## config.mk

```make
export PLATFORM = sky130hd
export DESIGN_NAME = rob_core
export DESIGN_NICKNAME = d
export VERILOG_FILES = /design/src/rtl/rob_pkg.sv /design/src/rtl/rob_ptr.sv /design/src/rtl/rob_store.sv /design/src/rtl/rob_commit.sv /design/src/rtl/rob_core.sv
export SDC_FILE = /design/constraint.sdc
export NUM_CORES = 1
export LEC_CHECK = 0
export ABC_AREA = 0
export CAP_MARGIN = 25
export CORE_MARGIN = 2
export CORE_UTILIZATION = 55
export CTS_CLUSTER_SIZE = 14
export DETAILED_ROUTE_END_ITERATION = 7
export PLACE_DENSITY = 0.77
export SLEW_MARGIN = 40
export SYNTH_ARGS = -nofsm -noshare
export SYNTH_HDL_FRONTEND = slang
export SYNTH_SLANG_ARGS = --single-unit
```

## constraint.sdc

```tcl
create_clock -name clk -period 6.1 [get_ports clk]
set_clock_uncertainty 0.2 [all_clocks]
set_input_delay 1.22 -clock clk [delete_from_list [all_inputs] [get_ports clk]]
set_output_delay 1.22 -clock clk [all_outputs]
set_load 0.05 [all_outputs]
```

## src/rtl/rob_pkg.sv

```systemverilog
package rob_pkg;
  typedef enum logic [1:0] {
    K_ALU    = 2'd0,
    K_LOAD   = 2'd1,
    K_STORE  = 2'd2,
    K_BRANCH = 2'd3
  } kind_t;

  // Kinds that update the register file when they retire
  function automatic logic writes_reg(kind_t k);
    return (k == K_ALU) || (k == K_LOAD);
  endfunction
endpackage

```

## src/rtl/rob_ptr.sv

```systemverilog
module rob_ptr #(
  parameter int DEPTH = 8,
  localparam int TAG_W = $clog2(DEPTH),
  localparam int CNT_W = $clog2(DEPTH + 1)
) (
  input  logic             clk,
  input  logic             rst_n,
  input  logic             adv_tail,
  input  logic             adv_head,
  input  logic             clear,
  output logic [TAG_W-1:0] head,
  output logic [TAG_W-1:0] tail,
  output logic [CNT_W-1:0] count,
  output logic             full,
  output logic             empty
);
  function automatic logic [TAG_W-1:0] bump(input logic [TAG_W-1:0] p);
    if (p == TAG_W'(DEPTH - 1)) return '0;
    return p + 1'b1;
  endfunction

  always_ff @(posedge clk) begin
    if (!rst_n || clear) begin
      head  <= '0;
      tail  <= '0;
      count <= '0;
    end else begin
      if (adv_tail) tail <= bump(tail);
      if (adv_head) head <= bump(head);
      case ({adv_tail, adv_head})
        2'b10:   count <= count + 1'b1;
        2'b01:   count <= count - 1'b1;
        default: count <= count;
      endcase
    end
  end

  assign full  = (count == CNT_W'(DEPTH));
  assign empty = (count == '0);
endmodule

```

## src/rtl/rob_store.sv

```systemverilog
module rob_store
  import rob_pkg::*;
#(
  parameter int DEPTH  = 8,
  parameter int REG_W  = 5,
  parameter int DATA_W = 32,
  localparam int TAG_W = $clog2(DEPTH)
) (
  input  logic              clk,
  input  logic              rst_n,
  input  logic              clear,
  input  logic              alloc_en,
  input  logic [TAG_W-1:0]  alloc_idx,
  input  kind_t             alloc_kind,
  input  logic [REG_W-1:0]  alloc_dest,
  input  logic              free_en,
  input  logic              fill_en,
  input  logic [TAG_W-1:0]  fill_idx,
  input  logic [DATA_W-1:0] fill_value,
  input  logic              fill_fault,
  input  logic              fill_misp,
  input  logic [TAG_W-1:0]  head_idx,
  output logic              head_busy,
  output logic              head_done,
  output kind_t             head_kind,
  output logic [REG_W-1:0]  head_dest,
  output logic [DATA_W-1:0] head_value,
  output logic              head_fault,
  output logic              head_misp,
  input  logic [TAG_W-1:0]  look_idx,
  output logic              look_done,
  output logic [DATA_W-1:0] look_value
);
  logic              busy_q  [DEPTH];
  logic              done_q  [DEPTH];
  logic              fault_q [DEPTH];
  logic              misp_q  [DEPTH];
  kind_t             kind_q  [DEPTH];
  logic [REG_W-1:0]  dest_q  [DEPTH];
  logic [DATA_W-1:0] value_q [DEPTH];

  always_ff @(posedge clk) begin
    for (int i = 0; i < DEPTH; i++) begin
      if (!rst_n) begin
        busy_q[i]  <= 1'b0;
        done_q[i]  <= 1'b0;
        fault_q[i] <= 1'b0;
        misp_q[i]  <= 1'b0;
        kind_q[i]  <= K_ALU;
        dest_q[i]  <= '0;
        value_q[i] <= '0;
      end else if (clear) begin
        busy_q[i] <= 1'b0;
        done_q[i] <= 1'b0;
      end else begin
        if (free_en && head_idx == TAG_W'(i)) busy_q[i] <= 1'b0;
        if (fill_en && fill_idx == TAG_W'(i) && busy_q[i]) begin
          done_q[i]  <= 1'b1;
          value_q[i] <= fill_value;
          fault_q[i] <= fill_fault;
          misp_q[i]  <= fill_misp;
        end
        if (alloc_en && alloc_idx == TAG_W'(i)) begin
          busy_q[i]  <= 1'b1;
          done_q[i]  <= 1'b0;
          fault_q[i] <= 1'b0;
          misp_q[i]  <= 1'b0;
          kind_q[i]  <= alloc_kind;
          dest_q[i]  <= alloc_dest;
        end
      end
    end
  end

  assign head_busy  = busy_q[head_idx];
  assign head_done  = done_q[head_idx];
  assign head_kind  = kind_q[head_idx];
  assign head_dest  = dest_q[head_idx];
  assign head_value = value_q[head_idx];
  assign head_fault = fault_q[head_idx];
  assign head_misp  = misp_q[head_idx];

  assign look_done  = busy_q[look_idx] && done_q[look_idx];
  assign look_value = value_q[look_idx];
endmodule

```

## src/rtl/rob_commit.sv

```systemverilog
module rob_commit
  import rob_pkg::*;
#(
  parameter int REG_W  = 5,
  parameter int DATA_W = 32
) (
  input  logic              head_busy,
  input  logic              head_done,
  input  kind_t             head_kind,
  input  logic [REG_W-1:0]  head_dest,
  input  logic [DATA_W-1:0] head_value,
  input  logic              head_fault,
  input  logic              head_misp,
  output logic              retire,
  output logic              flush,
  output logic              flush_fault,
  output logic              rf_we,
  output logic [REG_W-1:0]  rf_addr,
  output logic [DATA_W-1:0] rf_data,
  output logic              st_req,
  output logic [DATA_W-1:0] st_data
);
  logic ready_head;
  logic bad_branch;

  assign ready_head  = head_busy && head_done;
  assign bad_branch  = (head_kind == K_BRANCH) && head_misp;
  assign flush       = ready_head && (head_fault || bad_branch);
  assign flush_fault = ready_head && head_fault;
  assign retire      = ready_head && !flush;
  assign rf_we       = retire && writes_reg(head_kind);
  assign st_req      = retire && (head_kind == K_STORE);
  assign rf_addr     = head_dest;
  assign rf_data     = head_value;
  assign st_data     = head_value;
endmodule

```

## src/rtl/rob_core.sv

```systemverilog
module rob_core
  import rob_pkg::*;
#(
  parameter int DEPTH  = 8,
  parameter int REG_W  = 5,
  parameter int DATA_W = 32,
  localparam int TAG_W = $clog2(DEPTH),
  localparam int CNT_W = $clog2(DEPTH + 1)
) (
  input  logic              clk,
  input  logic              rst_n,
  input  logic              iss_valid,
  input  logic [1:0]        iss_kind,
  input  logic [REG_W-1:0]  iss_dest,
  output logic              iss_ready,
  output logic [TAG_W-1:0]  iss_tag,
  input  logic              cmp_valid,
  input  logic [TAG_W-1:0]  cmp_tag,
  input  logic [DATA_W-1:0] cmp_value,
  input  logic              cmp_fault,
  input  logic              cmp_misp,
  input  logic [TAG_W-1:0]  look_tag,
  output logic              look_done,
  output logic [DATA_W-1:0] look_value,
  output logic              rf_we,
  output logic [REG_W-1:0]  rf_addr,
  output logic [DATA_W-1:0] rf_data,
  output logic              st_req,
  output logic [DATA_W-1:0] st_data,
  output logic              flush,
  output logic              flush_fault,
  output logic              empty
);
  logic [TAG_W-1:0]  head, tail;
  logic [CNT_W-1:0]  count;
  logic              full;
  logic              do_issue, do_commit;
  logic              head_busy, head_done, head_fault, head_misp;
  kind_t             head_kind;
  logic [REG_W-1:0]  head_dest;
  logic [DATA_W-1:0] head_value;

  assign iss_ready = !full && !flush;
  assign do_issue  = iss_valid && iss_ready;
  assign iss_tag   = tail;

  rob_ptr #(.DEPTH(DEPTH)) u_ptr (
    .clk(clk), .rst_n(rst_n),
    .adv_tail(do_issue), .adv_head(do_commit), .clear(flush),
    .head(head), .tail(tail), .count(count), .full(full), .empty(empty)
  );

  rob_store #(.DEPTH(DEPTH), .REG_W(REG_W), .DATA_W(DATA_W)) u_store (
    .clk(clk), .rst_n(rst_n), .clear(flush),
    .alloc_en(do_issue), .alloc_idx(tail), .alloc_kind(kind_t'(iss_kind)),
    .alloc_dest(iss_dest),
    .free_en(do_commit),
    .fill_en(cmp_valid), .fill_idx(cmp_tag), .fill_value(cmp_value),
    .fill_fault(cmp_fault), .fill_misp(cmp_misp),
    .head_idx(head), .head_busy(head_busy), .head_done(head_done),
    .head_kind(head_kind), .head_dest(head_dest), .head_value(head_value),
    .head_fault(head_fault), .head_misp(head_misp),
    .look_idx(look_tag), .look_done(look_done), .look_value(look_value)
  );

  rob_commit #(.REG_W(REG_W), .DATA_W(DATA_W)) u_commit (
    .head_busy(head_busy), .head_done(head_done), .head_kind(head_kind),
    .head_dest(head_dest), .head_value(head_value),
    .head_fault(head_fault), .head_misp(head_misp),
    .retire(do_commit), .flush(flush), .flush_fault(flush_fault),
    .rf_we(rf_we), .rf_addr(rf_addr), .rf_data(rf_data),
    .st_req(st_req), .st_data(st_data)
  );
endmodule

```

==> qor.yml, run 1 <==
die:
  die_area_um2: 35100
  die_h_um: 187
  core-area_um2: 33300
  start_util: 0.555
  fp.dieW_um: 187
  rows: 67
  io_pins: 162
timing:
  relSlewSlack: 0.494
  hold_viol: 0
  clock.fmax_mhz: 192
  layout_min_cycle_time_ps: 5210
  min_period_over_period: 0.855
  drv_slew: 0
  finalSetupViolCount: 0
  tightest_slew_ps: 757
  timing.setup.tns_ps: 0
  rsz0062_at_grt: "no"
logic_synthesis:
  postSynth.topFlopCell: "edfxtp_1"
  avgSynthCellArea_um2: 14.4
  synth_top_area_cell: "edfxtp_1"
  synth_cell_types: 47
  ys_warn_count: 0
  synth.net_count: 1352
  synth_seq_cells: 357
  synth_edf_count: 340
  syn_inst: 1285
  async_flop_share: 0
  yosysTopAreaCellShare: 0.553
  synth_area_um2: 18500
  synth_seq_area_share: 0.571
  synth_area_leaders: "edfxtp_1, mux4_2, and2_1, mux2_2, nor2_1"
route:
  ant_nets: 0
  wire_per_inst_um: 25.6
  first_pass_iters: 5
  drt-total-wl_mm: 48.1
  drc: 0
  drt_iter0_drc: 1312
  vias: 11915
  vias_per_cell: 6.35
final_layout:
  fillers: 2296
  multi_input_area_um2: 7330
  drive_gt1_frac: 0.240
  area_growth_pct: 17.7
  nets: 1466
  stdcell_count: 1876
  regArea_um2: 10600
  fin_util: 0.653
setup_path:
  worstPathArrival_ps: 3790
  critical_path_class: "register to output pin"
  r2r_setup_slack_ps: 1710
  end_kind: "output pin"
  startpoint_type: "register"
  worstPathMaxFanout: 19
  required_ps: 4680
global_route:
  gr-usage-met1: 0.364
  grt_busiest_layer: "met2"
  grt_max_degree: 50
  grtUsageMet2: 0.473
  grt_use_met3: 0.0394
  grt_use_total: 0.276
  grt_pass1_vias: 12246
  antenna_found_initial: 1
  grt_overflow: 0
  grt_pass1_wl_mm: 72.3
placement:
  routabilityCongestion: 0.834
  place_inst: 1807
  io_buffers: 161
  dp_hpwl_mm: 30.3
cts:
  ctsHoldBuffers: 0
  cts_max_level: 2
  cts_buffer_depth: 3
  cts_sinks: 357
  cts_tree: "built"
  post-cts-setup-buffer-count: 0
  cts-root-buf: "clkbuf_16"
  path_clk_slew_ps: 70
  numCtsBuffers: 37
  clock_latency_ps: 530
  post_cts_resized: 0
run:
  drv_cap: 0
pwr:
  p_per_area_nw_per_um2: 292
  p_total_mw: 6.36
  irDropWorstVdd_mv: 0.186
  leakage_nw: 7.50
hold_path:
  min_path_type: "register to register"
run_status:
  outcome: "finished clean"
[sequential cells by signal (all words and copies together) (netlist names), named ones only]
register,cells
u_store.done_q,8
u_store.value_q,256
u_store.dest_q,40
u_store.fault_q,8
u_ptr.tail,3
u_store.misp_q,8
u_store.kind_q,16
u_store.busy_q,8
u_ptr.head,3
u_ptr.count,4
[final timing paths]
kind | start | endpoint | cells past startpoint
min reg2reg | u_store.misp_q[4]$_DFF_P_ | u_store.misp_q[4]$_DFF_P_ | 2
max reg2reg | register | u_ptr.count[3]$_SDFFE_PP0P_ | 12
min | u_store.misp_q[4]$_DFF_P_ | u_store.misp_q[4]$_DFF_P_ | 2
max | register | iss_ready | 8
[report_power, final]
group | internal (mW) | leakage (nW) | switching, mW | total, mW
clock | 1.26 | 0.562 | 0.927 | 2.18
combinational | 0.498 | 3.28 | 0.800 | 1.30
sequential | 2.79 | 3.66 | 0.0831 | 2.88
[critical path, cell delays in order (launching register included)]
cell and delay (ps):
dfxtp_2 630, buf_4 450, mux4_2 360, mux2_2 340
a31oi_2 280, or2_1 210, inv_4 50, a21oi_1 130
clkdlybuf4s50_1 820
[per-layer routing]
layer  share of wire  vias up
li1                -     5061
met1            0.37     6058
met2            0.51      699
met3           0.091       97
met4           0.028        0
met5               0        -
[final cells by class]
cell class	count	share of cell area
antenna	1	0.000115
clock buffer	49	0.0466
clock inverter	18	0.00644
inverter	23	0.00409
multi-input combinational	777	0.337
sequential	357	0.486
tap	448	0.0258
timing repair buffer	203	0.0945
[layout by cell type, fill, tap and decap left out, types with 3 or more instances in the layout]
master           count
nand4_1             11
a21o_1               5
a21oi_1             15
ha_1                15
inv_1               22
a221oi_1             3
nor4_4               3
nor3_1               6
clkbuf_1            10
o21ai_4              7
nor2_4               4
mux2_2              74
buf_4               29
nor2_1             166
clkdlybuf4s50_1    157
and3_1               4
clkbuf_16           39
clkinv_1             8
nor2b_1              4
nand2_1             72
buf_16               3
and2_1             159
o21ai_0             12
nand3_1             17
edfxtp_1           340
a221o_1              3
buf_8                7
clkinv_2             5
dfxtp_1             14
nor4_1              22
mux4_2             149
[kinds of logic after synthesis]
logic type | count (synthesis) | share of synthesized area
simple gates | 480 | 0.131
fa+ha+maj | 16 | 0.0112
buf+inv | 151 | 0.0392
mux | 224 | 0.227
xor+xnor | 3 | 0.00142
flops | 357 | 0.571
compound gates | 54 | 0.0184
[stage by stage]
step / hold WS, ps / setup slack [ps] / cell area [um2]
after floorplan: 250 / 953 / 18500
after global placement: 263 / 893 / 20400
after detailed placement: 278 / 871 / 20600
after CTS: 283 / 824 / 21700
after global routing: 314 / 728 / 21700
final: 294 / 886 / 21700
[Yosys cell counts (17+ instances only)]
master	number
buf_1	19
o21ai_0	19
inv_1	22
mux2_2	74
nor2_1	170
buf_4	33
nor4_1	22
edfxtp_1	340
buf_2	18
dfxtp_1	17
mux4_2	149
nand2_1	73
clkbuf_1	57
nand3_1	18
and2_1	159
Note: power is estimated with default switching activity, not from simulation.
==> run 2: changes to the inputs <==
--- a/config.mk
+++ b/config.mk
@@ -12,6 +12,7 @@
 export CTS_CLUSTER_SIZE = 14
 export DETAILED_ROUTE_END_ITERATION = 7
 export PLACE_DENSITY = 0.77
+export RECOVER_POWER = 100
 export SLEW_MARGIN = 40
 export SYNTH_ARGS = -nofsm -noshare
 export SYNTH_HDL_FRONTEND = slang
==> run 2 against run 1 <==
Compared with the run above: the run now ends with capacitance limit, slew limit left; die area unchanged; utilization down 0.62 points; global-route usage unchanged; total power down 0.83%; largest cell class unchanged; final cell count unchanged; via count up 0.75%; critical endpoint unchanged; largest power group unchanged.
==> qor.yml, run 2 (same netlist as run 1, synthesis figures left out) <==
run_status:
  outcome: "finished with violations"
  violations: "capacitance limit, slew limit"
setup_path:
  worstPathArrival_ps: 4160
  reg2reg_depth: 9
  startpoint_type: "register"
  max_stage_delay_ps: 910
  end_kind: "output pin"
  required_ps: 4680
  critical_path_class: "register to output pin"
  crit_chain: "buf_4 > mux4_2 > mux2_1 > a31oi_2 > or2_1 > inv_4 > a21oi_1 > clkdlybuf4s50_1"
  crit_family: "buffers and inverters"
  cp_num_cells: 8
  r2r_setup_slack_ps: 610
  r2r-end: "u_store.value_q[6][9]$_SDFFCE_PN0P_"
  cp-endpoint: "iss_ready"
  cpMaxStageDelayCell: "dfxtp_1"
  cp_num_buf_inv: 3
  worstPathMaxFanout: 19
die:
  fp.dieW_um: 187
  io_pins: 162
  core-area_um2: 33300
  start_util: 0.555
  rows: 67
  die_h_um: 187
  die_area_um2: 35100
cts:
  cts_max_level: 2
  path_clk_slew_ps: 70
  cts-root-buf: "clkbuf_16"
  ctsHoldBuffers: 0
  cts_sinks: 357
  numCtsBuffers: 37
  post_cts_resized: 0
  post-cts-setup-buffer-count: 0
  cts_buffer_depth: 3
  clock_latency_ps: 530
  cts_tree: "built"
final_layout:
  fin_util: 0.647
  nets: 1466
  stdcell_count: 1876
  design_area_um2: 21500
  fillers: 2340
  regArea_um2: 10600
  final_common_cell: "edfxtp_1"
  top_regs: "u_store.value_q: 256 flops, u_store.dest_q: 40 flops, u_store.kind_q: 16 flops"
  final_cell_mix: "edfxtp_1, nor2_1, mux4_2, dlygate4sd3_1, and2_0"
  area_growth_pct: 16.6
  drive_gt1_frac: 0.221
  regMostFlops: "u_store.value_q"
  multi_input_area_um2: 7240
  largest_register_ffs: 256
route:
  wire_per_inst_um: 25.7
  drc: 0
  first_pass_iters: 5
  vias: 12004
  vias_per_cell: 6.40
  drt-total-wl_mm: 48.2
  ant_nets: 0
  drt_iter0_drc: 1417
timing:
  hold_viol: 0
  min_period_over_period: 0.915
  layout_min_cycle_time_ps: 5580
  drv_slew: 49
  finalSetupViolCount: 0
  tightest_slew_ps: 1970
  worst_slack_ps: 515
  holdWs_ps: 293
  timing.setup.tns_ps: 0
  clock.fmax_mhz: 179
  rsz0062_at_grt: "no"
  relSlewSlack: -0.312
placement:
  pre_cts_ws_ps: 871
  routabilityCongestion: 0.834
  dp_hpwl_mm: 30.3
  place_inst: 1807
  io_buffers: 161
  placed_cell_area_um2: 20600
pwr:
  p_total_mw: 6.31
  p_per_area_nw_per_um2: 293
  irDropWorstVdd_mv: 0.185
  leakage_nw: 7.49
global_route:
  grt_pass1_vias: 12246
  grt_pass1_wl_mm: 72.3
  grt_use_total: 0.276
  antenna_found_initial: 1
  grt_max_degree: 50
  grt_overflow: 0
hold_path:
  min_path_type: "register to register"
run:
  drv_cap: 3
[run 2: cell types whose count changed in the layout (fill, tap and decap cells not counted), sizes merged]
cell / delta
buf: -25
clkbuf: +25
clkdlybuf4s50: -102
dlygate4sd3: +102
[run 2: worst reg2reg max path: cells and delay by family, from the launching register on]
kind                   cells  cell delay [ps]
AOI/OAI and AO/OA          1              330
buffers and inverters      3             1910
DFF                        1              910
muxes                      2              700
and+or+nand+nor            3             1270
[run 2: worst min-delay path by stage]
| stage | end | depth (start not counted) | start |
|---|---|---|---|
| 6_report | u_store.misp_q[4]$_DFF_P_ | 2 | u_store.misp_q[4]$_DFF_P_ |
| 5_1_grt | u_store.done_q[4]$_DFF_P_ | 2 | u_store.done_q[4]$_DFF_P_ |
| 4_1_cts | u_store.misp_q[4]$_DFF_P_ | 2 | u_store.misp_q[4]$_DFF_P_ |
| 3_5_place_dp | u_store.misp_q[4]$_DFF_P_ | 2 | u_store.misp_q[4]$_DFF_P_ |
| 3_3_place_gp | u_store.fault_q[4]$_DFF_P_ | 2 | u_store.fault_q[4]$_DFF_P_ |
| 2_1_floorplan | u_store.fault_q[4]$_DFF_P_ | 2 | u_store.fault_q[4]$_DFF_P_ |
[run 2: report_power, final]
part | total, mW | internal, mW | switching (mW)
clock | 2.18 | 1.26 | 0.922
combinational | 1.25 | 0.456 | 0.793
sequential | 2.88 | 2.80 | 0.0830
total | 6.31 | 4.51 | 1.80
[run 2: metal layers]
layer	up-vias	global-route usage	part of all wire	routed length, um
met1	6075	0.364	0.36	17500
met2	749	0.473	0.51	24500
li1	5064	-	-	-
met3	116	0.0394	0.098	4740
met5	-	0	0	0
met4	0	0.0962	0.030	1460
[run 2: cell type report]
cell class / instances / share of cell area
inverters: 23 / 0.00412
flip-flops and latches: 357 / 0.490
diodes: 1 / 0.000116
multi-input cells: 777 / 0.336
repair buffers: 203 / 0.0898
clock inverters: 18 / 0.00651
well taps: 448 / 0.0260
clock buffers: 49 / 0.0471
==> run 3: changes to the inputs <==
==> constraint.sdc (replaced) <==
create_clock -name clk -period 7 [get_ports clk]
set_clock_uncertainty 0.2 [all_clocks]
set_input_delay 1.4 -clock clk [delete_from_list [all_inputs] [get_ports clk]]
set_output_delay 1.4 -clock clk [all_outputs]
set_load 0.05 [all_outputs]
==> run 3 against run 2 <==
Compared with the run above: the run still ends with capacitance limit, slew limit left; largest power group unchanged; count of clock-buffer cells in the layout stayed put; global-route usage hardly changed; utilization is 0.48 points lower; final cell count is 0.43% lower; first-iteration DRC count is 2.5% lower.
==> qor.yml, run 3 (same netlist as run 1, synthesis figures left out) <==
cts:
  cts_sinks: 357
  cts-root-buf: "clkbuf_16"
  cts_tree: "built"
  post-cts-setup-buffer-count: 0
  post_cts_resized: 0
  cts_max_level: 2
  clock_latency_ps: 530
  path_clk_slew_ps: 60
  numCtsBuffers: 37
  ctsHoldBuffers: 0
  cts_buffer_depth: 3
pwr:
  p_per_area_nw_per_um2: 261
  leakage_nw: 7.40
  p_total_mw: 5.57
  irDropWorstVdd_mv: 0.158
route:
  vias_per_cell: 6.32
  wire_per_inst_um: 25.7
  drc: 0
  first_pass_iters: 5
  drt-total-wl_mm: 47.9
  drt_iter0_drc: 1382
  ant_nets: 0
  vias: 11810
run_status:
  outcome: "finished with violations"
  violations: "capacitance limit, slew limit"
placement:
  placed_cell_area_um2: 20500
  dp_hpwl_mm: 28.9
  io_buffers: 161
  routabilityCongestion: 0.908
  place_inst: 1799
die:
  rows: 67
  io_pins: 162
  die_area_um2: 35100
  core-area_um2: 33300
  start_util: 0.555
  die_h_um: 187
  fp.dieW_um: 187
setup_path:
  end_kind: "output pin"
  required_ps: 5400
  worstPathMaxFanout: 41
  reg2reg_depth: 7
  worstPathArrival_ps: 4470
  critical_path_class: "register to output pin"
  cp-endpoint: "rf_data[0]"
  r2r_setup_slack_ps: 970
  r2r-end: "u_store.value_q[6][13]$_SDFFCE_PN0P_"
  startpoint_type: "register"
final_layout:
  regMostFlops: "u_store.value_q"
  largest_register_ffs: 256
  final_common_cell: "edfxtp_1"
  top_regs: "u_store.value_q: 256 flops, u_store.dest_q: 40 flops, u_store.kind_q: 16 flops"
  nets: 1457
  area_growth_pct: 15.7
  fillers: 2343
  fin_util: 0.642
  final_cell_mix: "edfxtp_1, nor2_1, mux4_2, dlygate4sd3_1, and2_0"
  stdcell_count: 1868
  drive_gt1_frac: 0.212
  design_area_um2: 21400
timing:
  drv_slew: 327
  layout_min_cycle_time_ps: 6070
  rsz0062_at_grt: "no"
  finalSetupViolCount: 0
  timing.setup.tns_ps: 0
  hold_viol: 0
  min_period_over_period: 0.867
  relSlewSlack: -1.05
  clock.fmax_mhz: 165
  tightest_slew_ps: 3070
global_route:
  grt_max_degree: 52
  grt_pass1_vias: 12174
  grt_pass1_wl_mm: 72.4
  grt_use_total: 0.275
  antenna_found_initial: 2
  grt_overflow: 0
hold_path:
  hold_depth: 2
  min_path_type: "register to register"
run:
  drv_cap: 14
## run 3: cell type report
class | instances | area, um2 | share of cell area
multi-input combinational | 777 | 7170 | 0.335
clock inverter | 18 | 199 | 0.00931
tap | 448 | 561 | 0.0262
timing repair buffer | 194 | 1790 | 0.0837
antenna | 2 | 5.00 | 0.000234
clock buffer | 49 | 1010 | 0.0473
inverter | 23 | 88.8 | 0.00416
sequential | 357 | 10600 | 0.494
## run 3: where the power goes
group          switching (mW)  internal (mW)
combinational           0.686          0.391
clock                   0.815           1.17
sequential             0.0703           2.44
## run 3: per-layer routing
metal	up-vias	GRT usage	wire length, um
met5	-	0	0
li1	5031	-	-
met3	126	0.0454	4230
met1	5958	0.368	18200
met4	0	0.103	1500
met2	695	0.460	24000
## run 3: stage by stage
stage | hold WS, ps | setup WS [ps]
global placement | 276 | 1550
floorplan | 250 | 1850
finish | 307 | 928
global route | 328 | 614
CTS | 296 | 1380
detailed placement | 281 | 1510
## run 3: worst min path at each step
stage                                          start                         end  slack [ps]
after floorplan           u_store.fault_q[4]$_DFF_P_  u_store.fault_q[4]$_DFF_P_         250
final                      u_store.misp_q[4]$_DFF_P_   u_store.misp_q[4]$_DFF_P_         310
after detailed placement   u_store.misp_q[4]$_DFF_P_   u_store.misp_q[4]$_DFF_P_         280
after global routing      u_store.fault_q[4]$_DFF_P_  u_store.fault_q[4]$_DFF_P_         330
after CTS                  u_store.misp_q[4]$_DFF_P_   u_store.misp_q[4]$_DFF_P_         300
after global placement    u_store.fault_q[4]$_DFF_P_  u_store.fault_q[4]$_DFF_P_         280
## run 3: worst max-delay path, stage by stage (launching register included)
cell and delay [ps]:
dfxtp_4 660, buf_12 280, clkbuf_2 1220, mux4_2 640
mux2_2 320, dlygate4sd3_1 770
